<file path="src/rtl/vic_pkg.sv">
package vic_pkg;
  localparam int unsigned SLOT_ADDR_WORD = 'h040;
  localparam int unsigned SLOT_CTRL_WORD = 'h080;
  localparam int unsigned VECT_WORD      = 12;
  localparam int unsigned DEFAULT_WORD   = 13;
  localparam int unsigned ID_WORD        = 'h3F8;
  localparam int unsigned ID_COUNT       = 8;

  function automatic logic [7:0] id_byte(input logic [2:0] idx);
    case (idx)
      3'd0: id_byte = 8'h90;
      3'd1: id_byte = 8'h11;
      3'd2: id_byte = 8'h04;
      3'd3: id_byte = 8'h00;
      3'd4: id_byte = 8'h0D;
      3'd5: id_byte = 8'hF0;
      3'd6: id_byte = 8'h05;
      default: id_byte = 8'hB1;
    endcase
  endfunction
endpackage

</file>
<file path="src/rtl/vic_rst_sync.sv">
module vic_rst_sync (
  input  logic clk,
  input  logic rst_n,
  output logic rst_sync_n
);
  logic stage_q;

  always_ff @(posedge clk or negedge rst_n) begin
    if (!rst_n) begin
      stage_q    <= 1'b0;
      rst_sync_n <= 1'b0;
    end else begin
      stage_q    <= 1'b1;
      rst_sync_n <= stage_q;
    end
  end
endmodule

</file>
<file path="src/rtl/vic_regfile.sv">
module vic_regfile #(
  parameter int NSLOT  = 16,
  parameter int DATA_W = 32,
  parameter int WORD_W = 10
) (
  input  logic                           clk,
  input  logic                           rst_n,
  input  logic                           wr_en,
  input  logic [WORD_W-1:0]              word,
  input  logic [DATA_W-1:0]              wdata,
  output logic [NSLOT:0][DATA_W-1:0]     vaddr,
  output logic [NSLOT-1:0][7:0]          vctrl
);
  import vic_pkg::*;

  logic [NSLOT:0][DATA_W-1:0] vaddr_d;
  logic [NSLOT-1:0][7:0]      vctrl_d;

  always_comb begin
    vaddr_d = vaddr;
    vctrl_d = vctrl;
    if (wr_en) begin
      for (int s = 0; s < NSLOT; s++) begin
        if (int'(word) == int'(SLOT_ADDR_WORD) + s) vaddr_d[s] = wdata;
        if (int'(word) == int'(SLOT_CTRL_WORD) + s) vctrl_d[s] = wdata[7:0];
      end
      if (int'(word) == int'(DEFAULT_WORD)) vaddr_d[NSLOT] = wdata;
    end
  end

  always_ff @(posedge clk or negedge rst_n) begin
    if (!rst_n) begin
      vaddr <= '0;
      vctrl <= '0;
    end else if (wr_en) begin
      vaddr <= vaddr_d;
      vctrl <= vctrl_d;
    end
  end
endmodule

</file>
<file path="src/rtl/vic_mask_gen.sv">
module vic_mask_gen #(
  parameter int NSLOT = 16,
  parameter int SRC_W = 32,
  parameter int CTL_W = 6
) (
  input  logic [NSLOT-1:0][CTL_W-1:0] ctl,
  output logic [NSLOT+1:0][SRC_W-1:0] masks
);
  localparam int IDX_W = CTL_W - 1;

  assign masks[0] = '0;
  for (genvar s = 0; s < NSLOT; s++) begin : g_acc
    logic [SRC_W-1:0] slot_bit;
    assign slot_bit = ctl[s][IDX_W] ?
                      ({{(SRC_W-1){1'b0}}, 1'b1} << ctl[s][IDX_W-1:0]) : '0;
    assign masks[s+1] = masks[s] | slot_bit;
  end
  assign masks[NSLOT+1] = '1;
endmodule

</file>
<file path="src/rtl/vic_level_search.sv">
module vic_level_search #(
  parameter int NSLOT = 16,
  parameter int SRC_W = 32,
  parameter int LVL_W = 5
) (
  input  logic [NSLOT+1:0][SRC_W-1:0] masks,
  input  logic [SRC_W-1:0]            raw,
  input  logic [LVL_W-1:0]            cur_lvl,
  output logic                        found,
  output logic [LVL_W-1:0]            hit_lvl
);
  logic [NSLOT:0] cand;

  for (genvar l = 0; l <= NSLOT; l++) begin : g_cand
    assign cand[l] = (|(raw & masks[l+1])) && (LVL_W'(l) < cur_lvl);
  end

  always_comb begin
    found   = 1'b0;
    hit_lvl = '0;
    for (int l = NSLOT; l >= 0; l--) begin
      if (cand[l]) begin
        found   = 1'b1;
        hit_lvl = LVL_W'(l);
      end
    end
  end
endmodule

</file>
<file path="src/rtl/vic_prio_ctrl.sv">
module vic_prio_ctrl #(
  parameter int NSLOT  = 16,
  parameter int SRC_W  = 32,
  parameter int DATA_W = 32,
  parameter int AW     = 12
) (
  input  logic              clk,
  input  logic              rst_n,
  input  logic              bus_rd,
  input  logic              bus_wr,
  input  logic [AW-1:0]     bus_addr,
  input  logic [DATA_W-1:0] bus_wdata,
  output logic [DATA_W-1:0] bus_rdata,
  input  logic [SRC_W-1:0]  src_raw,
  input  logic [SRC_W-1:0]  src_masked,
  output logic              irq_o
);
  import vic_pkg::*;

  localparam int WORD_W   = AW - 2;
  localparam int LVL_W    = $clog2(NSLOT + 2);
  localparam int CTL_W    = $clog2(SRC_W) + 1;
  localparam logic [LVL_W-1:0] LVL_IDLE = LVL_W'(NSLOT + 1);
  localparam logic [LVL_W-1:0] LVL_DEF  = LVL_W'(NSLOT);

  logic                        rst_sync_n;
  logic [WORD_W-1:0]           word;
  logic                        aligned;
  logic                        rd_hit, wr_hit;
  logic                        ack, eoi;
  logic [NSLOT:0][DATA_W-1:0]  vaddr;
  logic [NSLOT-1:0][7:0]       vctrl;
  logic [NSLOT-1:0][CTL_W-1:0] ctl_used;
  logic [NSLOT+1:0][SRC_W-1:0] masks;
  logic                        found;
  logic [LVL_W-1:0]            hit_lvl;
  logic [LVL_W-1:0]            cur_lvl, cur_lvl_d;
  logic [NSLOT:0][LVL_W-1:0]   prev_lvl, prev_lvl_d;
  logic                        lvl_en;
  logic [LVL_W-1:0]            vec_lvl;
  logic [DATA_W-1:0]           vec_val;

  vic_rst_sync u_rst (.clk(clk), .rst_n(rst_n), .rst_sync_n(rst_sync_n));

  assign word    = bus_addr[AW-1:2];
  assign aligned = (bus_addr[1:0] == 2'b00);
  assign rd_hit  = bus_rd && aligned;
  assign wr_hit  = bus_wr && aligned;
  assign ack     = rd_hit && (int'(word) == int'(VECT_WORD));
  assign eoi     = wr_hit && (int'(word) == int'(VECT_WORD));

  vic_regfile #(.NSLOT(NSLOT), .DATA_W(DATA_W), .WORD_W(WORD_W)) u_regs (
    .clk(clk), .rst_n(rst_sync_n), .wr_en(wr_hit), .word(word),
    .wdata(bus_wdata), .vaddr(vaddr), .vctrl(vctrl)
  );

  for (genvar s = 0; s < NSLOT; s++) begin : g_ctl
    assign ctl_used[s] = vctrl[s][CTL_W-1:0];
  end

  vic_mask_gen #(.NSLOT(NSLOT), .SRC_W(SRC_W), .CTL_W(CTL_W)) u_masks (
    .ctl(ctl_used), .masks(masks)
  );

  vic_level_search #(.NSLOT(NSLOT), .SRC_W(SRC_W), .LVL_W(LVL_W)) u_search (
    .masks(masks), .raw(src_raw), .cur_lvl(cur_lvl),
    .found(found), .hit_lvl(hit_lvl)
  );

  // level stack next state
  always_comb begin
    cur_lvl_d  = cur_lvl;
    prev_lvl_d = prev_lvl;
    if (ack && found) begin
      prev_lvl_d[hit_lvl] = cur_lvl;
      cur_lvl_d           = hit_lvl;
    end else if (eoi && (cur_lvl != LVL_IDLE)) begin
      cur_lvl_d = prev_lvl[cur_lvl];
    end
  end

  assign lvl_en = ack || eoi;

  always_ff @(posedge clk or negedge rst_sync_n) begin
    if (!rst_sync_n) begin
      cur_lvl  <= LVL_IDLE;
      prev_lvl <= {(NSLOT+1){LVL_IDLE}};
    end else if (lvl_en) begin
      cur_lvl  <= cur_lvl_d;
      prev_lvl <= prev_lvl_d;
    end
  end

  // read path
  assign vec_lvl = found ? hit_lvl : cur_lvl;
  assign vec_val = (vec_lvl >= LVL_DEF) ? vaddr[NSLOT] : vaddr[vec_lvl];

  always_comb begin
    bus_rdata = '0;
    if (rd_hit) begin
      for (int s = 0; s < NSLOT; s++) begin
        if (int'(word) == int'(SLOT_ADDR_WORD) + s) bus_rdata = vaddr[s];
        if (int'(word) == int'(SLOT_CTRL_WORD) + s) bus_rdata = DATA_W'(vctrl[s]);
      end
      for (int b = 0; b < int'(ID_COUNT); b++) begin
        if (int'(word) == int'(ID_WORD) + b) bus_rdata = DATA_W'(id_byte(3'(b)));
      end
      if (int'(word) == int'(DEFAULT_WORD)) bus_rdata = vaddr[NSLOT];
      if (ack) bus_rdata = vec_val;
    end
  end

  assign irq_o = |(src_masked & masks[cur_lvl]);
endmodule

</file>
<file path="config.mk">
export PLATFORM = sky130hd
export DESIGN_NAME = vic_prio_ctrl
export DESIGN_NICKNAME = d
export VERILOG_FILES = /design/src/rtl/vic_pkg.sv /design/src/rtl/vic_rst_sync.sv /design/src/rtl/vic_regfile.sv /design/src/rtl/vic_mask_gen.sv /design/src/rtl/vic_level_search.sv /design/src/rtl/vic_prio_ctrl.sv
export SDC_FILE = /design/constraint.sdc
export NUM_CORES = 2
export LEC_CHECK = 0
export BUFFER_PORTS_ARGS = -buffer_cell sky130_fd_sc_hd__clkbuf_2
export CAP_MARGIN = 20
export CORE_ASPECT_RATIO = 1.2
export CORE_MARGIN = 2
export CORE_UTILIZATION = 40
export DETAILED_ROUTE_END_ITERATION = 7
export SLEW_MARGIN = 10
export SYNTH_ARGS = -nofsm -noshare
export SYNTH_HDL_FRONTEND = slang
export SYNTH_HIERARCHICAL = 1
export SYNTH_SLANG_ARGS = --single-unit
</file>
<file path="constraint.sdc">
create_clock -name clk -period 24.6 [get_ports clk]
set_input_delay 2.46 -clock clk [delete_from_list [all_inputs] [get_ports clk]]
set_output_delay 2.46 -clock clk [all_outputs]
set_load 0.03 [all_outputs]
</file>
==> flow_metrics.tcl <==
set metrics [dict create \
    status "finished with violations" \
    violations "DRC" \
    initial_core_util_pct 40.3 \
    cts_resized 0 \
    startpoint_type "flop" \
    clk_latency_ns 0.73 \
    cp_slowest_cell "nor3_2" \
    drt-initial-drc-count 9037 \
    reg2reg_from "u_regs/vctrl[5]" \
    grt_pass1_wl_um 428000 \
    rsz0062_at_grt "no" \
    fmax_ghz 0.0708 \
    dieArea_um2 145000 \
    syn2layout_area_growth_pct 8.51 \
    cpPeakStageDelay_ns 1.07 \
    drive_gt1_share_pct 29.7 \
    worstPathArrival_ns 11.67 \
    finalPower_w 0.00273 \
    root_buffer "clkbuf_16" \
    hold_viol_final 0 \
    required_ns 22.14 \
    layout.nets 5684 \
    ios 145 \
    h-tree-depth 3 \
    cp-end-kind "output pin" \
    place_ws_ns 10.67 \
    synth_top_area_share_pct 32.0 \
    ys_warn_count 6 \
    track_usage_pct 41.7 \
    rows 151 \
    path_clk_slew_ns 0.06 \
    viasPerCell 7.39 \
    wl_um 309000 \
    syn_area_um2 56900 \
    drc_errors 2 \
    fin_crit_ns 14.13 \
    ir_drop_mv 0.0550 \
    die_w_um 348 \
    cts_buffer_depth 3 \
    synth_edf_count 0 \
    gp_congestion 1.18 \
    cts_setup_buffers 0 \
    cts_sinks 764 \
    max_slew_margin_pct 7.22 \
    wl_per_cell_um 41.3 \
    setup_viol 0 \
    cts_hold_buffers 0 \
    synth_cell_types 107 \
    worst_pin_slew_ns 1.39 \
    final_core_util_pct 43.8 \
    rrSetupSlack_ns 17.28 \
    yosysSeqAreaShare_pct 33.7 \
    setup_ws_ns 10.47 \
    max_cap_viol_count 0 \
    hp-class "flop to flop" \
    ant_nets 0 \
    reg2reg_to "prev_lvl[76]" \
    dp_hpwl_um 220000 \
    fin_crit_sh_pct 57.4 \
    cts_tree "done" \
    worst-r2r-cell-count 17 \
    synth_area_leader_cell "dfrtp_1" \
    critPathCapture "bus_rdata[8]" \
    crit_path_start "u_regs/vctrl[5]" \
    vias 55300 \
    syn_inst 5655 \
    cp_max_fo 40 \
    firstDrtPassIters 8 \
    numPortBuffers 144 \
    syn_avg_cell_area_um2 10.1 \
    crit_path_frequent_cell "buf_4" \
    skew_ns 0.0466 \
    synth_flop_cell "dfrtp_1" \
    grt_max_degree 112 \
    finalSetupTns_ns 0 \
    core_um2 141000 \
    antenna_found_initial 18 \
    power_density_nw_per_um2 44.2 \
    cts_buffers 80 \
    grt_pass1_vias 53000 \
    drv_slew 0 \
    async_flop_share_pct 100 \
    die_h_um 417 \
    p_leak_nw 28.2 \
    hp-start "u_rst/stage_q" \
    ys_seq_elements 764 \
    criticalPathCategory "flop to output pin" \
    grt.overflow.total 0 \
    synthTopCellsByArea "dfrtp_1 32%, mux2_2 16%, mux4_2 9.5%, a22oi_1 6.6%, nand2_1 4.4%" \
]
==> logic make-up (layout without fill, tap and decap cells) <==
group                  after synthesis  after routing  share of synthesized area (%)
other                                3             78                         0.0198
AOI/OAI and AO/OA                 1367           1367                           17.8
buffers and inverters              699            619                           5.91
muxes                             1115           1115                           26.6
and+or+nand+nor                   1707           1707                           16.0
DFF                                764            764                           33.7
==> flip-flops by register name, indices dropped and copies added, names as in the netlist <==
name and cells:
u_regs/vaddr 544, u_regs/vctrl 128, u_rst/rst_sync_n 1, prev_lvl 85, cur_lvl 5, u_rst/stage_q 1
==> critical path, delay by kind of cell (launching register included) <==
| family | cells | cell delay, ns |
|---|---|---|
| simple gates | 10 | 4.09 |
| buf+inv | 6 | 2.95 |
| compound gates | 7 | 2.32 |
| mux | 2 | 0.93 |
| flops | 1 | 0.51 |
==> per-layer routing <==
metal | part of all wire (%) | global-route usage [%]
met5 | 0.066 | 0.301
met4 | 9.6 | 31.7
met3 | 11 | 11.7
met2 | 43 | 62.0
met1 | 36 | 51.2
==> how the worst min path moves through the flow <==
stage | to | slack [ns] | cells past startpoint
detailed placement | u_rst/rst_sync_n | 0.34 | 0
global route | u_rst/rst_sync_n | 0.37 | 0
floorplan | u_rst/rst_sync_n | 0.33 | 0
global placement | u_rst/rst_sync_n | 0.34 | 0
CTS | u_rst/rst_sync_n | 0.36 | 0
finish | u_rst/rst_sync_n | 0.36 | 0
==> cell type report <==
type	instances	area [um2]
tap	1836	2300
clock inverter	33	394
antenna	13	32.5
timing repair buffer	336	2190
fill	13500	79400
multi-input combinational	4254	34800
sequential	764	19200
inverter	136	510
clock buffer	114	2330
==> cell usage after synthesis, drive strengths merged, types with 11 or more instances <==
cell type,n
dfstp,36
nor4,47
a22oi,521
nor2b,83
nand2,669
and3,12
a2111oi,29
a32oi,11
inv,135
o221ai,14
o22ai,41
mux2i,77
buf,327
and2,55
o211ai,49
nor2,275
nor3,57
and4,17
o22a,24
a311oi,33
nand3b,13
o21ai,159
dfrtp,728
clkbuf,236
a21oi,143
a211oi,71
nand4b,19
mux2,798
a22o,41
a31oi,21
nand3,111
nand4,149
nor4b,19
a41oi,24
nor4bb,32
a221oi,62
or3,30
mux4,240
nand2b,40
a21o,20
o2111ai,30
and4b,31
==> cell usage in the layout (no fill, tap or decap), types with 31 or more instances in the layout <==
master     netlist  routed
mux2_2         784     784
dfrtp_1        728     724
nand2_1        668     667
a22oi_1        504     504
nor2_1         270     260
mux4_2         240     240
buf_4          114     187
o21ai_0        153     153
nand4_1        149     149
a21oi_1        142     142
clkbuf_2         2     141
inv_1          135     135
nand3_1        110     110
nor2b_1         83      81
clkbuf_16        0      81
mux2i_1         77      73
a211oi_1        68      68
conb_1           3      65
a221oi_1        62      62
and2_1          50      50
o211ai_1        49      49
a22o_1          41      41
nor3_1          42      40
nand2b_1        40      40
o22ai_1         40      40
dfstp_2         36      35
a311oi_1        33      33
nor4bb_1        32      31
and4b_1         31      31
==> power breakdown <==
group          internal, W  switching [W]  leakage, nW
clock network     0.000710       0.000553         1.32
logic            0.0000420       0.000156         16.4
registers          0.00126     0.00000807         10.5
==> through the flow <==
stage	std cells	cell area [um2]	hold WS, ns
after CTS	7469	61700	0.363
after global routing	7475	61700	0.365
after global placement	7320	58900	0.343
after floorplan	5717	57200	0.331
final	7486	61800	0.363
after detailed placement	7322	59000	0.336
No activity file was read; power rests on OpenSTA's default activity.
